[src/rtl/src_seq_pkg.sv]
package src_seq_pkg;
  typedef enum logic [3:0] {
    ST_IDLE     = 4'd0,
    ST_CFG_V    = 4'd1,
    ST_CFG_I    = 4'd2,
    ST_RLY_V    = 4'd3,
    ST_RLY_I    = 4'd4,
    ST_RLY_OUT  = 4'd5,
    ST_CAL      = 4'd6,
    ST_CAL_FAIL = 4'd7,
    ST_LOAD     = 4'd8,
    ST_RANGE    = 4'd9,
    ST_ADC_ON   = 4'd10,
    ST_RUN      = 4'd11,
    ST_SWAP     = 4'd12,
    ST_FAULT    = 4'd13
  } seq_state_e;

  typedef enum logic {
    MODE_VSRC = 1'b0,
    MODE_ISRC = 1'b1
  } src_mode_e;
endpackage

[src/rtl/src_seq_timer.sv]
module src_seq_timer #(
  parameter int CNT_W = 16
) (
  input  logic             clk_i,
  input  logic             rst_ni,
  input  logic             restart_i,
  input  logic [CNT_W-1:0] limit_i,
  output logic             expired_o
);
  logic [CNT_W-1:0] cnt_q;

  always_ff @(posedge clk_i or negedge rst_ni) begin
    if (!rst_ni)                cnt_q <= '0;
    else if (restart_i)         cnt_q <= '0;
    else if (cnt_q != '1)       cnt_q <= cnt_q + 1'b1;
  end

  // dwell of max(limit,1) cycles counted from state entry
  assign expired_o = ({1'b0, cnt_q} + (CNT_W+1)'(1)) >= {1'b0, limit_i};
endmodule

[src/rtl/src_seq_cmp.sv]
module src_seq_cmp
  import src_seq_pkg::*;
#(
  parameter int DATA_W = 24
) (
  input  logic              clk_i,
  input  logic              rst_ni,
  input  logic              load_i,
  input  logic [DATA_W-1:0] vset_i,
  input  logic [DATA_W-1:0] iset_i,
  input  src_mode_e         mode_i,
  input  logic [DATA_W-1:0] vmeas_i,
  input  logic [DATA_W-1:0] imeas_i,
  output logic              over_o
);
  logic [DATA_W-1:0] vlim_q, ilim_q;
  logic [DATA_W-1:0] slave_meas, slave_lim;

  always_ff @(posedge clk_i or negedge rst_ni) begin
    if (!rst_ni) begin
      vlim_q <= '0;
      ilim_q <= '0;
    end else if (load_i) begin
      vlim_q <= vset_i;
      ilim_q <= iset_i;
    end
  end

  always_comb begin
    if (mode_i == MODE_VSRC) begin
      slave_meas = imeas_i;
      slave_lim  = ilim_q;
    end else begin
      slave_meas = vmeas_i;
      slave_lim  = vlim_q;
    end
  end

  assign over_o = slave_meas > slave_lim;
endmodule

[src/rtl/src_seq_fsm.sv]
module src_seq_fsm
  import src_seq_pkg::*;
(
  input  logic       clk_i,
  input  logic       rst_ni,
  input  logic       start_i,
  input  logic       clear_i,
  input  logic       step_go_i,
  input  logic       expired_i,
  input  logic       cal_done_i,
  input  logic       cal_pass_i,
  input  logic       fault_i,
  input  logic       over_i,
  input  src_mode_e  mode_i,
  output seq_state_e state_q_o,
  output logic       restart_o,
  output src_mode_e  mode_q_o
);
  seq_state_e state_q, state_d;
  src_mode_e  mode_q;
  logic       fault_ok;

  assign fault_ok = !(state_q inside {ST_IDLE, ST_CAL_FAIL, ST_FAULT});

  always_comb begin
    state_d = state_q;
    unique case (state_q)
      ST_IDLE:     if (start_i)    state_d = ST_CFG_V;
      ST_CFG_V:    if (step_go_i)  state_d = ST_CFG_I;
      ST_CFG_I:    if (step_go_i)  state_d = ST_RLY_V;
      ST_RLY_V:    if (step_go_i)  state_d = ST_RLY_I;
      ST_RLY_I:    if (step_go_i)  state_d = ST_RLY_OUT;
      ST_RLY_OUT:  if (step_go_i)  state_d = ST_CAL;
      ST_CAL:      if (cal_done_i) state_d = cal_pass_i ? ST_LOAD : ST_CAL_FAIL;
      ST_CAL_FAIL: if (clear_i)    state_d = ST_IDLE;
      ST_LOAD:                     state_d = ST_RANGE;
      ST_RANGE:                    state_d = ST_ADC_ON;
      ST_ADC_ON:   if (step_go_i)  state_d = ST_RUN;
      ST_RUN:      if (over_i)     state_d = ST_SWAP;
      ST_SWAP:     if (expired_i)  state_d = ST_RUN;
      ST_FAULT:    if (clear_i)    state_d = ST_IDLE;
      default:                     state_d = ST_IDLE;
    endcase
    if (fault_i && fault_ok) state_d = ST_FAULT;
  end

  always_ff @(posedge clk_i or negedge rst_ni) begin
    if (!rst_ni) begin
      state_q <= ST_IDLE;
      mode_q  <= MODE_VSRC;
    end else begin
      state_q <= state_d;
      if (state_q == ST_LOAD)
        mode_q <= mode_i;
      else if (state_q == ST_RUN && state_d == ST_SWAP)
        mode_q <= src_mode_e'(~mode_q);
    end
  end

  assign state_q_o = state_q;
  assign restart_o = state_d != state_q;
  assign mode_q_o  = mode_q;
endmodule

[src/rtl/src_seq_ctrl.sv]
module src_seq_ctrl
  import src_seq_pkg::*;
#(
  parameter int DATA_W   = 24,
  parameter int SETTLE_W = 16,
  parameter int RNG_W    = 2
) (
  input  logic                clk_i,
  input  logic                rst_ni,
  input  logic                start_i,
  input  logic                clear_i,
  input  logic                step_done_i,
  input  logic [SETTLE_W-1:0] settle_cycles_i,
  input  logic                cal_done_i,
  input  logic                cal_pass_i,
  input  logic                ov_fault_i,
  input  logic                oc_fault_i,
  input  logic                mode_i,
  input  logic [DATA_W-1:0]   vset_i,
  input  logic [DATA_W-1:0]   iset_i,
  input  logic [RNG_W-1:0]    vrange_i,
  input  logic [RNG_W-1:0]    irange_i,
  input  logic [DATA_W-1:0]   vmeas_i,
  input  logic [DATA_W-1:0]   imeas_i,
  output logic                vadc_cfg_o,
  output logic                iadc_cfg_o,
  output logic                cal_req_o,
  output logic [RNG_W-1:0]    vrange_o,
  output logic [RNG_W-1:0]    irange_o,
  output logic                out_rly_o,
  output logic                adc_en_o,
  output logic                master_sel_o,
  output logic                slave_sel_o,
  output logic                loop_en_o,
  output logic                mode_o,
  output logic [3:0]          state_o
);
  localparam int N_CH = 2;

  seq_state_e state_q;
  src_mode_e  mode_q;
  logic       restart, expired, over, fault;

  assign fault = ov_fault_i | oc_fault_i;

  src_seq_timer #(.CNT_W(SETTLE_W)) u_timer (
    .clk_i     (clk_i),
    .rst_ni    (rst_ni),
    .restart_i (restart),
    .limit_i   (settle_cycles_i),
    .expired_o (expired)
  );

  src_seq_cmp #(.DATA_W(DATA_W)) u_cmp (
    .clk_i   (clk_i),
    .rst_ni  (rst_ni),
    .load_i  (state_q == ST_LOAD),
    .vset_i  (vset_i),
    .iset_i  (iset_i),
    .mode_i  (mode_q),
    .vmeas_i (vmeas_i),
    .imeas_i (imeas_i),
    .over_o  (over)
  );

  src_seq_fsm u_fsm (
    .clk_i      (clk_i),
    .rst_ni     (rst_ni),
    .start_i    (start_i),
    .clear_i    (clear_i),
    .step_go_i  (step_done_i | expired),
    .expired_i  (expired),
    .cal_done_i (cal_done_i),
    .cal_pass_i (cal_pass_i),
    .fault_i    (fault),
    .over_i     (over),
    .mode_i     (src_mode_e'(mode_i)),
    .state_q_o  (state_q),
    .restart_o  (restart),
    .mode_q_o   (mode_q)
  );

  // range relay drives: channel 0 voltage, channel 1 current
  logic [RNG_W-1:0] rng_req [N_CH];
  logic [RNG_W-1:0] rng_q   [N_CH];
  seq_state_e       rng_init_st [N_CH];

  assign rng_req[0]     = vrange_i;
  assign rng_req[1]     = irange_i;
  assign rng_init_st[0] = ST_RLY_V;
  assign rng_init_st[1] = ST_RLY_I;

  for (genvar c = 0; c < N_CH; c++) begin : g_rng
    always_ff @(posedge clk_i or negedge rst_ni) begin
      if (!rst_ni)                        rng_q[c] <= '0;
      else if (state_q == rng_init_st[c]) rng_q[c] <= '0;
      else if (state_q == ST_RANGE)       rng_q[c] <= rng_req[c];
    end
  end

  assign vrange_o = rng_q[0];
  assign irange_o = rng_q[1];

  assign vadc_cfg_o   = state_q == ST_CFG_V;
  assign iadc_cfg_o   = state_q == ST_CFG_I;
  assign cal_req_o    = state_q == ST_CAL;
  assign adc_en_o     = state_q inside {ST_ADC_ON, ST_RUN, ST_SWAP};
  assign master_sel_o = mode_q;
  assign slave_sel_o  = ~mode_q;
  assign mode_o       = mode_q;
  assign loop_en_o    = (state_q == ST_RUN) && !fault;
  assign out_rly_o    = (state_q inside {ST_RUN, ST_SWAP}) && !fault;
  assign state_o      = state_q;
endmodule

[config.mk]
export PLATFORM = sky130hd
export DESIGN_NAME = src_seq_ctrl
export DESIGN_NICKNAME = d
export VERILOG_FILES = /design/src/rtl/src_seq_pkg.sv /design/src/rtl/src_seq_timer.sv /design/src/rtl/src_seq_cmp.sv /design/src/rtl/src_seq_fsm.sv /design/src/rtl/src_seq_ctrl.sv
export SDC_FILE = /design/constraint.sdc
export NUM_CORES = 1
export LEC_CHECK = 0
export BUFFER_PORTS_ARGS = -buffer_cell sky130_fd_sc_hd__buf_2
export CORE_ASPECT_RATIO = 1.5
export CORE_MARGIN = 2
export CORE_UTILIZATION = 50
export CTS_BUF_LIST = sky130_fd_sc_hd__clkbuf_8
export CTS_CLUSTER_SIZE = 25
export DETAILED_ROUTE_END_ITERATION = 8
export PLACE_DENSITY = 0.77
export SETUP_SLACK_MARGIN = 0.15
export SYNTH_ARGS = -nofsm -noshare
export SYNTH_HDL_FRONTEND = slang
export SYNTH_SLANG_ARGS = --single-unit
export TNS_END_PERCENT = 5
[constraint.sdc]
create_clock -name clk_i -period 9.65 [get_ports clk_i]
set_input_delay 0 -clock clk_i [delete_from_list [all_inputs] [get_ports clk_i]]
set_output_delay 0 -clock clk_i [all_outputs]
set_load 0.005 [all_outputs]
==> impl_metrics.py <==
metrics = {
    "routing": {
        "wl_mm": 13.4,
        "via_to_cell_ratio": 5.65,
        "ant_nets": 0,
        "detail_route.drc_violations": 0,
        "dr_pass1_iterations": 4,
        "drt_iter0_markers": 165,
        "vias": 4528,
        "avgRoutedWirePerCell_um": 16.7,
    },
    "global_route": {
        "vias_in_the_first_global_route": 4849,
        "antenna_violations_before_repair": 0,
        "grt-ovfl-total": 0,
        "first_pass_grt_wire_length_mm": 21.7,
        "grt_usage_pct": 24.9,
        "grt_start_max_net_pins": 74,
    },
    "worst_setup_path": {
        "cp_peak_stage_delay_ns": 0.67,
        "crit_type": "register to register",
        "crit_path_cell_trace": "buf_4 -> mux2_2 -> ha_1 -> nand4_1 -> nor4_1 -> o311ai_0 -> nand4_1 -> nand2_1 -> o41a_1 -> a311o_2 -> nor3_1",
        "cp_slowest_cell": "sky130_fd_sc_hd__dfrtp_2",
        "worstPathMaxFanout": 33,
        "worst_ep_required_time_ns": 9.92,
        "cp.arrival_ns": 4.65,
        "worst_setup_path_start_kind": "register",
        "crit_path_end_kind": "register",
        "critPathMostFrequentCell": "sky130_fd_sc_hd__nand4_1",
    },
    "placement": {
        "dp_slack_ns": 5.25,
        "post-dp-hpwl_mm": 9.41,
        "finalWeightedCongestion": 0.881,
        "place.port_buffers": 142,
        "detailed_place.area_um2": 5850,
    },
    "status": {
        "run_status": "finished clean",
    },
    "layout": {
        "layout.cells.most_common": "sky130_fd_sc_hd__buf_2",
        "final_core_util_pct": 65.9,
        "antenna_cells_inserted": 0,
        "fin_area_um2": 6610,
        "finish.net_count": 846,
        "mostFrequentLayoutCells": "sky130_fd_sc_hd__buf_2 (141), sky130_fd_sc_hd__mux2_2 (73), sky130_fd_sc_hd__dfrtp_1 (72)",
        "syn2layout_area_growth_pct": 30.0,
        "drive_above_1_share_pct": 37.1,
        "layout.filler_cells": 791,
    },
    "timing": {
        "maxSlewViolCount": 0,
        "worst_hold_slack_ns": 0.147,
        "post-route-min-period_ns": 4.38,
        "worst_pin_slew_ns": 0.945,
        "max_freq_mhz": 228,
        "unrepaired_setup_endpoints_after_global_routing": "no",
        "fin_setup_tns_ns": 0,
        "fin_crit_sh_pct": 45.4,
        "finalSetupViolCount": 0,
        "slew_headroom_pct": 37.0,
        "endpoints_failing_hold": 0,
        "finClkSkew_ns": 0.00832,
        "setup_slack_ns": 5.27,
    },
    "cts": {
        "clock_latency_ns": 0.36,
        "clkTransAtPathRegs_ns": 0.08,
        "cts-htree-levels": 3,
        "tritoncts": "built",
        "clock_tree.root_cell": "sky130_fd_sc_hd__clkbuf_8",
        "clock_sinks": 73,
        "cts_post_setup_buffers_inserted": 0,
        "clock_tree.buffer_depth": 2,
        "tritoncts_buffer_count": 9,
    },
    "yosys": {
        "netlist_instances": 496,
        "ys_seq_area_share_pct": 35.9,
        "syn-mean-instance-area_um2": 10.3,
        "synthesis_stage_register_bit_count": 73,
        "post-synth-top-area-fraction_pct": 35.9,
        "synth_area_um2": 5080,
        "ys_async_sr_fraction_pct": 100,
        "synth_enable_flop_cells": 0,
        "yosys.area.top_type": "sky130_fd_sc_hd__dfrtp_1",
        "dominantRegCellSynth": "sky130_fd_sc_hd__dfrtp_1",
        "yosysWarningCount": 0,
        "synth_area_leaders": "sky130_fd_sc_hd__dfrtp_1 (36%), sky130_fd_sc_hd__mux2_2 (16%), sky130_fd_sc_hd__ha_1 (10%)",
        "synth_nets": 663,
        "synth.distinct_cells": 60,
    },
    "floorplanning": {
        "placeableCoreArea_um2": 10000,
        "start_util_pct": 50.7,
        "fp.dieW_um": 86.3,
        "boundaryPins": 143,
        "rows": 45,
        "floorplan.die_area_um2": 11000,
        "die_height_um": 128,
    },
    "pwr": {
        "p_leak_nw": 3.17,
        "power-per-cell-area_nw_per_um2": 248,
        "vdd_drop_max_uv": 101,
    },
    "job": {
        "cap_violations": 0,
    },
    "min_path": {
        "hold_path_class": "primary input to register",
    },
}
through the flow:
stage	power [mW]	cells
2_1_floorplan	1.15	496
5_1_grt	1.77	801
6_report	1.64	801
3_3_place_gp	1.31	731
4_1_cts	1.64	801
3_5_place_dp	1.35	731
critical path: cells and delay by family, from the launching register on:
family	cells	cell delay (ns)
adder cells (fa/ha/maj)	1	0.32
flip-flops	1	0.67
AND/OR/NAND/NOR	5	1.13
AO/OA/AOI/OAI	3	1.25
buffers and inverters	1	0.51
multiplexers	1	0.40
timing repair:
action	in CTS	in global routing
hold buffers	54	0
hold endpoints to repair	126	0
gates resized for setup	0	0
state kept, by name, summed over array words and instances, names as in the netlist:
register,flops
irange_o,2
u_fsm.mode_q_o,1
u_timer.cnt_q,16
u_fsm.state_q_o,4
vrange_o,2
u_cmp.ilim_q,24
u_cmp.vlim_q,24
cells by family after synthesis:
logic type                 share of synthesized area [%]
adders and majority gates                           10.1
AOI/OAI and AO/OA                                   9.92
muxes                                               21.7
buffers and inverters                               4.33
and+or+nand+nor                                     14.7
DFF                                                 35.9
xor gates and xnor gates                            3.27
routing by layer:
layer  share of wire [%]  track usage, %
met1                  38            26.6
met4                 2.7            9.74
met5                   0               0
met2                  54            47.5
met3                 5.3            4.01
final cells by class:
type | instances | area [µm²] | share of cell area [%]
inverter | 27 | 101 | 1.53
clock buffer | 10 | 138 | 2.08
multi-input combinational | 370 | 3040 | 46.0
tap | 117 | 146 | 2.22
timing repair buffer | 198 | 1270 | 19.2
clock inverter | 6 | 83.8 | 1.27
sequential | 73 | 1830 | 27.7
Yosys cell counts (7+ instances only):
cell type / n
sky130_fd_sc_hd__dfrtp_1: 73
sky130_fd_sc_hd__mux2_2: 73
sky130_fd_sc_hd__xor2_1: 7
sky130_fd_sc_hd__nand4_1: 13
sky130_fd_sc_hd__nor3_1: 22
sky130_fd_sc_hd__nand2_1: 23
sky130_fd_sc_hd__xnor2_1: 12
sky130_fd_sc_hd__clkbuf_1: 18
sky130_fd_sc_hd__nor2_1: 36
sky130_fd_sc_hd__mux2i_1: 26
sky130_fd_sc_hd__a21oi_1: 18
sky130_fd_sc_hd__o21ai_0: 10
sky130_fd_sc_hd__nand3_1: 15
sky130_fd_sc_hd__nor3_2: 10
sky130_fd_sc_hd__ha_1: 41
sky130_fd_sc_hd__inv_1: 26
power breakdown:
part	switching [mW]	leakage [nW]	internal, mW
sequential	0.118	0.905	0.427
clock	0.118	0.115	0.151
combinational	0.420	2.15	0.407
total	0.657	3.17	0.985
final timing paths:
path | start | cells after the start | endpoint | slack (ns)
hold / removal | ov_fault_i | 4 | u_fsm.state_q_o[3] | 0.15
setup reg to reg | u_fsm.mode_q_o | 11 | u_timer.cnt_q[5] | 5.27
min in group asynchronous | rst_ni | 2 | u_cmp.ilim_q[18] | 0.30
max in group asynchronous | rst_ni | 2 | u_fsm.mode_q_o | 8.65
setup / recovery | u_fsm.mode_q_o | 11 | u_timer.cnt_q[5] | 5.27
hold reg to reg | u_cmp.ilim_q[10] | 1 | u_cmp.ilim_q[10] | 0.51
(Power assumes the default switching activity.)
